==> src/rtl/txw_pkg.sv <==
package txw_pkg;
  localparam int WORD_W   = 64;
  localparam int BYTE_W   = 8;
  localparam int NUM_CAT  = 3;
  localparam int NUM_ABRT = 5;
  localparam int LEN_W    = 16;
  localparam int OFF_W    = 7;
  localparam int BADDR_W  = 29;
  localparam int LANES    = WORD_W / BYTE_W;
  localparam int LANE_IW  = $clog2(LANES);
  localparam int FLAG_W   = 9;
  localparam int COLL_W   = 4;

  typedef struct packed {
    logic [NUM_CAT-1:0] cat_vld;
    logic               irq_req;
    logic               term_req;
    logic [OFF_W-1:0]   offset;
    logic [LEN_W-1:0]   len_m1;
  } hdr_t;

  typedef enum logic [3:0] {
    S_IDLE, S_HDR_RD, S_HDR_LAT, S_PTR_RD, S_PTR_LAT,
    S_WRD_RD, S_WRD_LAT, S_EMIT, S_WB, S_IRQ
  } st_t;

  // Lowest-numbered valid gather index above cur; 0 means none remain.
  function automatic logic [1:0] next_seg(input logic [NUM_CAT-1:0] vld,
                                          input logic [1:0] cur);
    logic [1:0] r;
    r = '0;
    for (int k = NUM_CAT; k >= 1; k--) begin
      if (vld[k-1] && (k > int'(cur))) r = 2'(k);
    end
    return r;
  endfunction
endpackage

==> src/rtl/txw_hdr_decode.sv <==
module txw_hdr_decode
  import txw_pkg::*;
(
  input  logic [WORD_W-1:0] word_i,
  output hdr_t              hdr_o
);
  // Reserved bits 63:28 carry no function.
  wire [35:0] unused_rsvd = word_i[63:28];

  always_comb begin
    hdr_o.len_m1   = word_i[15:0];
    hdr_o.offset   = word_i[22:16];
    hdr_o.term_req = word_i[23];
    hdr_o.irq_req  = word_i[24];
    hdr_o.cat_vld  = word_i[27:25];
  end
endmodule

==> src/rtl/txw_byte_pick.sv <==
module txw_byte_pick
  import txw_pkg::*;
(
  input  logic [WORD_W-1:0]  word_i,
  input  logic [LANE_IW-1:0] idx_i,
  output logic [BYTE_W-1:0]  byte_o
);
  logic [BYTE_W-1:0] lane [LANES];

  for (genvar g = 0; g < LANES; g++) begin : g_lane
    assign lane[g] = word_i[BYTE_W*g +: BYTE_W];
  end

  assign byte_o = lane[idx_i];
endmodule

==> src/rtl/txw_status_pack.sv <==
module txw_status_pack
  import txw_pkg::*;
(
  input  logic [NUM_ABRT-1:0] abort_i,
  input  logic [COLL_W-1:0]   coll_i,
  input  logic [LEN_W-1:0]    len_i,
  output logic [WORD_W-1:0]   status_o
);
  logic [FLAG_W-1:0] flags;

  always_comb begin
    flags    = {abort_i, ~|abort_i, 3'b000};
    status_o = {1'b1, 34'b0, flags, coll_i, len_i};
  end
endmodule

==> src/rtl/tx_desc_walker.sv <==
module tx_desc_walker
  import txw_pkg::*;
#(
  parameter int DESC_AW = 8
) (
  input  logic                  clk,
  input  logic                  rst_n,
  input  logic                  start,
  input  logic [DESC_AW-1:0]    desc_base,
  output logic                  busy,
  output logic                  desc_rd_en,
  output logic                  desc_wr_en,
  output logic [DESC_AW-1:0]    desc_addr,
  output logic [WORD_W-1:0]     desc_wdata,
  input  logic [WORD_W-1:0]     desc_rdata,
  output logic                  buf_rd_en,
  output logic [BADDR_W-1:0]    buf_addr,
  input  logic [WORD_W-1:0]     buf_rdata,
  output logic                  out_valid,
  input  logic                  out_ready,
  output logic [BYTE_W-1:0]     out_data,
  output logic                  out_last,
  input  logic [NUM_ABRT-1:0]   abort_in,
  input  logic [COLL_W-1:0]     coll_count,
  output logic                  irq
);
  localparam int CUR_W = BADDR_W + LANE_IW;
  localparam int REM_W = LEN_W + 1;

  st_t                 st;
  hdr_t                hdr, hdr_d;
  logic [DESC_AW-1:0]  base;
  logic [1:0]          seg, nseg;
  logic [CUR_W-1:0]    cur;
  logic [REM_W-1:0]    remain;
  logic [LEN_W-1:0]    sent;
  logic [WORD_W-1:0]   word;
  logic [NUM_ABRT-1:0] abort_q;
  logic                streaming, kill, hs;

  txw_hdr_decode u_dec (.word_i(desc_rdata), .hdr_o(hdr_d));

  txw_byte_pick u_pick (.word_i(word), .idx_i(cur[LANE_IW-1:0]), .byte_o(out_data));

  txw_status_pack u_stat (
    .abort_i(abort_q), .coll_i(coll_count), .len_i(sent), .status_o(desc_wdata)
  );

  always_comb begin
    streaming = (st == S_PTR_RD) || (st == S_PTR_LAT) || (st == S_WRD_RD) ||
                (st == S_WRD_LAT) || (st == S_EMIT);
    kill      = streaming && hdr.term_req && (|abort_in);
    out_valid = (st == S_EMIT);
    hs        = out_valid && out_ready;
    nseg      = next_seg(hdr.cat_vld, seg);
    out_last  = out_valid && (remain == REM_W'(1)) && (nseg == 2'd0);
    busy      = (st != S_IDLE);
    irq       = (st == S_IRQ);
  end

  // Memory port sequencing: one access per cycle on either memory.
  always_comb begin
    desc_rd_en = 1'b0;
    desc_wr_en = 1'b0;
    buf_rd_en  = 1'b0;
    desc_addr  = base;
    buf_addr   = cur[CUR_W-1:LANE_IW];
    case (st)
      S_HDR_RD: desc_rd_en = 1'b1;
      S_PTR_RD: begin
        desc_rd_en = 1'b1;
        desc_addr  = base + DESC_AW'(seg);
      end
      S_WRD_RD: begin
        if (seg == 2'd0) begin
          desc_rd_en = 1'b1;
          desc_addr  = base + DESC_AW'(cur[7:LANE_IW]);
        end else begin
          buf_rd_en = 1'b1;
        end
      end
      S_WB:    desc_wr_en = 1'b1;
      default: ;
    endcase
  end

  always_ff @(posedge clk or negedge rst_n) begin
    if (!rst_n) begin
      st      <= S_IDLE;
      hdr     <= '0;
      base    <= '0;
      seg     <= '0;
      cur     <= '0;
      remain  <= '0;
      sent    <= '0;
      word    <= '0;
      abort_q <= '0;
    end else begin
      if (streaming) abort_q <= abort_q | abort_in;
      if (hs) begin
        sent   <= sent + LEN_W'(1);
        cur    <= cur + CUR_W'(1);
        remain <= remain - REM_W'(1);
      end
      case (st)
        S_IDLE: begin
          if (start) begin
            base    <= desc_base;
            abort_q <= '0;
            sent    <= '0;
            seg     <= '0;
            st      <= S_HDR_RD;
          end
        end
        S_HDR_RD: st <= S_HDR_LAT;
        S_HDR_LAT: begin
          hdr    <= hdr_d;
          cur    <= CUR_W'(LANES) + CUR_W'(hdr_d.offset);
          remain <= REM_W'(hdr_d.len_m1) + REM_W'(1);
          seg    <= '0;
          st     <= S_WRD_RD;
        end
        S_PTR_RD: st <= S_PTR_LAT;
        S_PTR_LAT: begin
          cur    <= {desc_rdata[31:3], 3'b000};
          remain <= REM_W'(desc_rdata[47:32]) + REM_W'(1);
          st     <= S_WRD_RD;
        end
        S_WRD_RD: st <= S_WRD_LAT;
        S_WRD_LAT: begin
          word <= (seg == 2'd0) ? desc_rdata : buf_rdata;
          st   <= S_EMIT;
        end
        S_EMIT: begin
          if (hs) begin
            if (remain == REM_W'(1)) begin
              if (nseg == 2'd0) begin
                st <= S_WB;
              end else begin
                seg <= nseg;
                st  <= S_PTR_RD;
              end
            end else if (cur[LANE_IW-1:0] == LANE_IW'(LANES - 1)) begin
              st <= S_WRD_RD;
            end
          end
        end
        S_WB:    st <= hdr.irq_req ? S_IRQ : S_IDLE;
        S_IRQ:   st <= S_IDLE;
        default: st <= S_IDLE;
      endcase
      if (kill) st <= S_WB;
    end
  end

  // ---------------- assertions ----------------
  p_reset_quiet_r1: assert property (@(posedge clk) !rst_n |-> !out_valid && !irq && !desc_wr_en);

  p_one_access_r2: assert property (@(posedge clk) disable iff (!rst_n)
    !(desc_wr_en && (desc_rd_en || buf_rd_en)) && !(desc_rd_en && buf_rd_en));

  p_hold_r4: assert property (@(posedge clk) disable iff (!rst_n)
    (out_valid && !out_ready && !kill) |=> (out_valid && $stable(out_data) && $stable(out_last)));

  p_wb_format_r6: assert property (@(posedge clk) disable iff (!rst_n)
    desc_wr_en |-> (desc_wdata[63] && (desc_wdata[62:29] == '0) && (desc_wdata[22:20] == '0)));

  p_wb_no_stream_r6: assert property (@(posedge clk) disable iff (!rst_n)
    desc_wr_en |-> !out_valid);

  p_success_r7: assert property (@(posedge clk) disable iff (!rst_n)
    desc_wr_en |-> (desc_wdata[23] == (desc_wdata[28:24] == '0)));

  p_kill_stops_r8: assert property (@(posedge clk) disable iff (!rst_n)
    kill |=> (!out_valid && desc_wr_en));

  p_irq_after_wb_r9: assert property (@(posedge clk) disable iff (!rst_n)
    irq |-> $past(desc_wr_en));

  p_irq_single_r9: assert property (@(posedge clk) disable iff (!rst_n)
    irq |=> !irq);

  p_start_ignored_r10: assert property (@(posedge clk) disable iff (!rst_n)
    (busy && start) |=> $stable(base));
endmodule

==> config.mk <==
export PLATFORM = sky130hd
export DESIGN_NAME = tx_desc_walker
export DESIGN_NICKNAME = d
export VERILOG_FILES = /design/src/rtl/txw_pkg.sv /design/src/rtl/txw_hdr_decode.sv /design/src/rtl/txw_byte_pick.sv /design/src/rtl/txw_status_pack.sv /design/src/rtl/tx_desc_walker.sv
export SDC_FILE = /design/constraint.sdc
export NUM_CORES = 1
export LEC_CHECK = 0
export CORE_ASPECT_RATIO = 0.9
export CORE_UTILIZATION = 60
export DETAILED_ROUTE_END_ITERATION = 8
export DONT_BUFFER_PORTS = 1
export PLACE_DENSITY_LB_ADDON = 0.15
export SLEW_MARGIN = 10
export SYNTH_ARGS = -nofsm -noshare
export SYNTH_HDL_FRONTEND = slang
export SYNTH_SLANG_ARGS = --single-unit
==> constraint.sdc <==
create_clock -name clk -period 4.6 [get_ports clk]
set_input_delay 0.92 -clock clk [delete_from_list [all_inputs] [get_ports clk]]
set_output_delay 0.92 -clock clk [all_outputs]
set_load 0.05 [all_outputs]
==> results_dict.tcl <==
set metrics [dict create \
    cp.required_ns 3.68 \
    synth-async-reset-ratio_pct 100 \
    clock_path_buffers 2 \
    wl_um 28700 \
    setup_viol 0 \
    drtIter0Drc 857 \
    crit_path_end_kind "primary output" \
    grt_antenna_before_repair 1 \
    maxCapViolCount 0 \
    cts_tree "yes" \
    worstPathMaxFanout 19 \
    path_buf_inv 1 \
    synth.avg_cell_area_um2 8.84 \
    fin_skew_ns 0.0112 \
    postCtsHoldBufs 0 \
    worstPathCellList "nand4bb_1, nor3_1, inv_1, o21ai_0, o2111ai_1" \
    route.detailed.drc 0 \
    place_congestion 0.924 \
    grt_max_degree 154 \
    syn_inst 1160 \
    drive_gt1_share_pct 9.37 \
    rrSetupSlack_ns 1.31 \
    p_leak_nw 4.67 \
    clk_pin_slew_ns 0.07 \
    overflow 0 \
    cts_max_level 4 \
    worstPathArrival_ns 3.02 \
    io_pins 265 \
    p_per_area_nw_per_um2 689 \
    final_nets 1262 \
    grt_setup_unrepaired "no" \
    grt_pass1_wl_um 44600 \
    dp_hpwl_um 20400 \
    status "finished clean" \
    ant_nets 0 \
    die_x_um 140 \
    cpPeakStageDelay_ns 0.78 \
    synth-main-ff-cell "dfrtp_1" \
    cts_root_buffer "clkbuf_16" \
    fin_tns_setup_ns 0 \
    setup.worst_path.class "register to primary output" \
    slew_violations 0 \
    peakVddDrop_mv 0.325 \
    critPathLaunchType "register" \
    utilization_pct 65.0 \
    die_area_um2 17600 \
    critPathTopFamily "simple AND/OR/NAND/NOR gates" \
    syn-cell-area_um2 10300 \
    synth-seq-cells 153 \
    cts_resized 0 \
    clock_latency_ns 0.44 \
    period_share_pct 85.6 \
    start_util_pct 62.5 \
    cts_setup_buffers 0 \
    cpMaxStageDelayCell "dfrtp_1" \
    final_area_um2 10700 \
    vias_per_cell 6.56 \
    hp-class "primary input to async pin" \
    grt_pass1_vias 8160 \
    drtPass1Iterations 5 \
    portBuffers 0 \
    core_region_area_um2 16400 \
    ys_seq_area_share_pct 37.3 \
    relSlewSlack_pct 24.1 \
    fmax_ghz 0.254 \
    rows 44 \
    die_h_um 126 \
    ys_warn_count 0 \
    cts_sinks 153 \
    ys_types 76 \
    place_area_um2 10100 \
    synth_edf_count 0 \
    numCtsBuffers 17 \
    filler_cell_count 1389 \
    area_growth_pct 4.02 \
    num_vias 8647 \
    grt_usage_pct 33.2 \
    hold_viol_final 0 \
    fin_crit_ns 3.94 \
    routedWlPerCell_um 21.8 \
    tightestPinTransition_ns 1.14 \
]
-- power breakdown --
group / switching [W] / leakage (nW) / internal (W)
sequential: 0.00103 / 1.83 / 0.00186
clock: 0.000687 / 0.289 / 0.000733
combinational: 0.00192 / 2.55 / 0.00112
-- synthesized netlist by cell type, drive strengths merged, types with 4 or more instances --
cell	count	area (µm²)
a211oi	7	52.6
a21oi	138	691
a221oi	8	70.1
a22oi	7	52.6
a31oi	6	37.5
and2	9	56.3
and3	16	100
and4	6	52.6
buf	94	643
clkbuf	47	176
dfrtp	153	3830
ha	14	175
inv	17	63.8
mux2	14	158
mux2i	79	791
mux4	16	360
nand2	105	394
nand2b	4	25.0
nand3	40	205
nand4	19	119
nor2	124	465
nor2b	4	25.0
nor3	17	85.1
nor4	19	131
nor4b	4	47.6
o211ai	4	30.0
o21a	5	37.5
o21ai	60	300
o31a	4	35.0
o31ai	12	104
or3	11	68.8
or4	6	52.6
xnor2	21	184
xor2	17	149
-- sequential cells by signal, indices dropped and copies added (netlist names) --
register  flops
hdr           5
abort_q       5
base          8
word         64
st            4
cur          32
sent         16
seg           2
remain       17
-- layout by cell type (no fill, tap or decap), types with 14 or more instances in the layout --
| master | Yosys | final |
|---|---|---|
| nor2_1 | 124 | 122 |
| o21ai_0 | 59 | 58 |
| a21oi_1 | 138 | 138 |
| nand4_1 | 19 | 19 |
| buf_4 | 71 | 22 |
| nor4_1 | 17 | 17 |
| dfrtp_1 | 153 | 153 |
| nand3_1 | 39 | 39 |
| and3_1 | 16 | 16 |
| xnor2_1 | 21 | 21 |
| mux4_2 | 16 | 16 |
| inv_1 | 17 | 17 |
| conb_1 | 2 | 38 |
| nand2_1 | 105 | 105 |
| mux2i_1 | 79 | 79 |
| xor2_1 | 17 | 17 |
| ha_1 | 14 | 14 |
| nor3_1 | 17 | 17 |
| mux2_2 | 14 | 14 |
| clkbuf_16 | 0 | 17 |
-- layout make-up --
| type | instances | area [µm²] | area share [%] |
|---|---|---|---|
| Clock buffer | 17 | 425 | 3.99 |
| Timing Repair Buffer | 23 | 185 | 1.74 |
| Sequential cell | 153 | 3830 | 35.9 |
| Tap cell | 207 | 259 | 2.43 |
| Clock inverter | 15 | 173 | 1.62 |
| Inverter | 17 | 63.8 | 0.598 |
| Antenna cell | 1 | 2.50 | 0.0235 |
| Multi-Input combinational cell | 885 | 5730 | 53.7 |
-- path summary, 6_finish.rpt --
check | depth (start not counted) | startpoint | end
max | 5 | st[0] | desc_addr[6]
min | 0 | rst_n | word[44]
max reg2reg | 10 | st[0] | remain[16]
min reg2reg | 2 | hdr[23] | hdr[23]
max in group asynchronous | 0 | rst_n | abort_q[2]
min in group clk | 2 | hdr[23] | hdr[23]
-- worst reg2reg max path: cells and delay by family, from the launching register on --
family	cells	cell delay [ns]
and+or+nand+nor	6	1.37
DFF	1	0.78
adders and majority gates	1	0.47
AOI/OAI and AO/OA	2	0.32
buffers and inverters	1	0.26
-- per-stage QoR --
| step | setup slack, ns | std cells | power, W | hold slack, ns |
|---|---|---|---|---|
| after floorplan | 1.05 | 1196 | 0.00533 | 0.446 |
| after global placement | 1.27 | 1285 | 0.00583 | 0.465 |
| after detailed placement | 1.15 | 1285 | 0.00589 | 0.489 |
| after CTS | 0.677 | 1317 | 0.00732 | 0.159 |
| after global routing | 0.415 | 1317 | 0.00776 | 0.150 |
| final | 0.664 | 1318 | 0.00735 | 0.173 |
-- per-layer routing --
layer	vias up	global-route usage, %	wire length [µm]
li1	3989	-	-
met1	4161	46.3	12300
met2	446	50.6	12900
met3	51	8.97	3000
met4	0	10.5	535
met5	-	0	0
-- cells by family (layout without fill, tap and decap cells) --
group | count (synthesis) | count (layout) | synth area share, %
AND/OR/NAND/NOR | 396 | 396 | 18.9
other | 2 | 39 | 0.0733
XOR/XNOR | 38 | 38 | 3.25
multiplexers | 109 | 109 | 12.8
flip-flops | 153 | 153 | 37.3
buffers and inverters | 158 | 72 | 8.62
AO/OA/AOI/OAI | 287 | 287 | 16.9
adder cells (fa/ha/maj) | 17 | 17 | 2.20
Note: power is estimated with default switching activity, not from simulation.
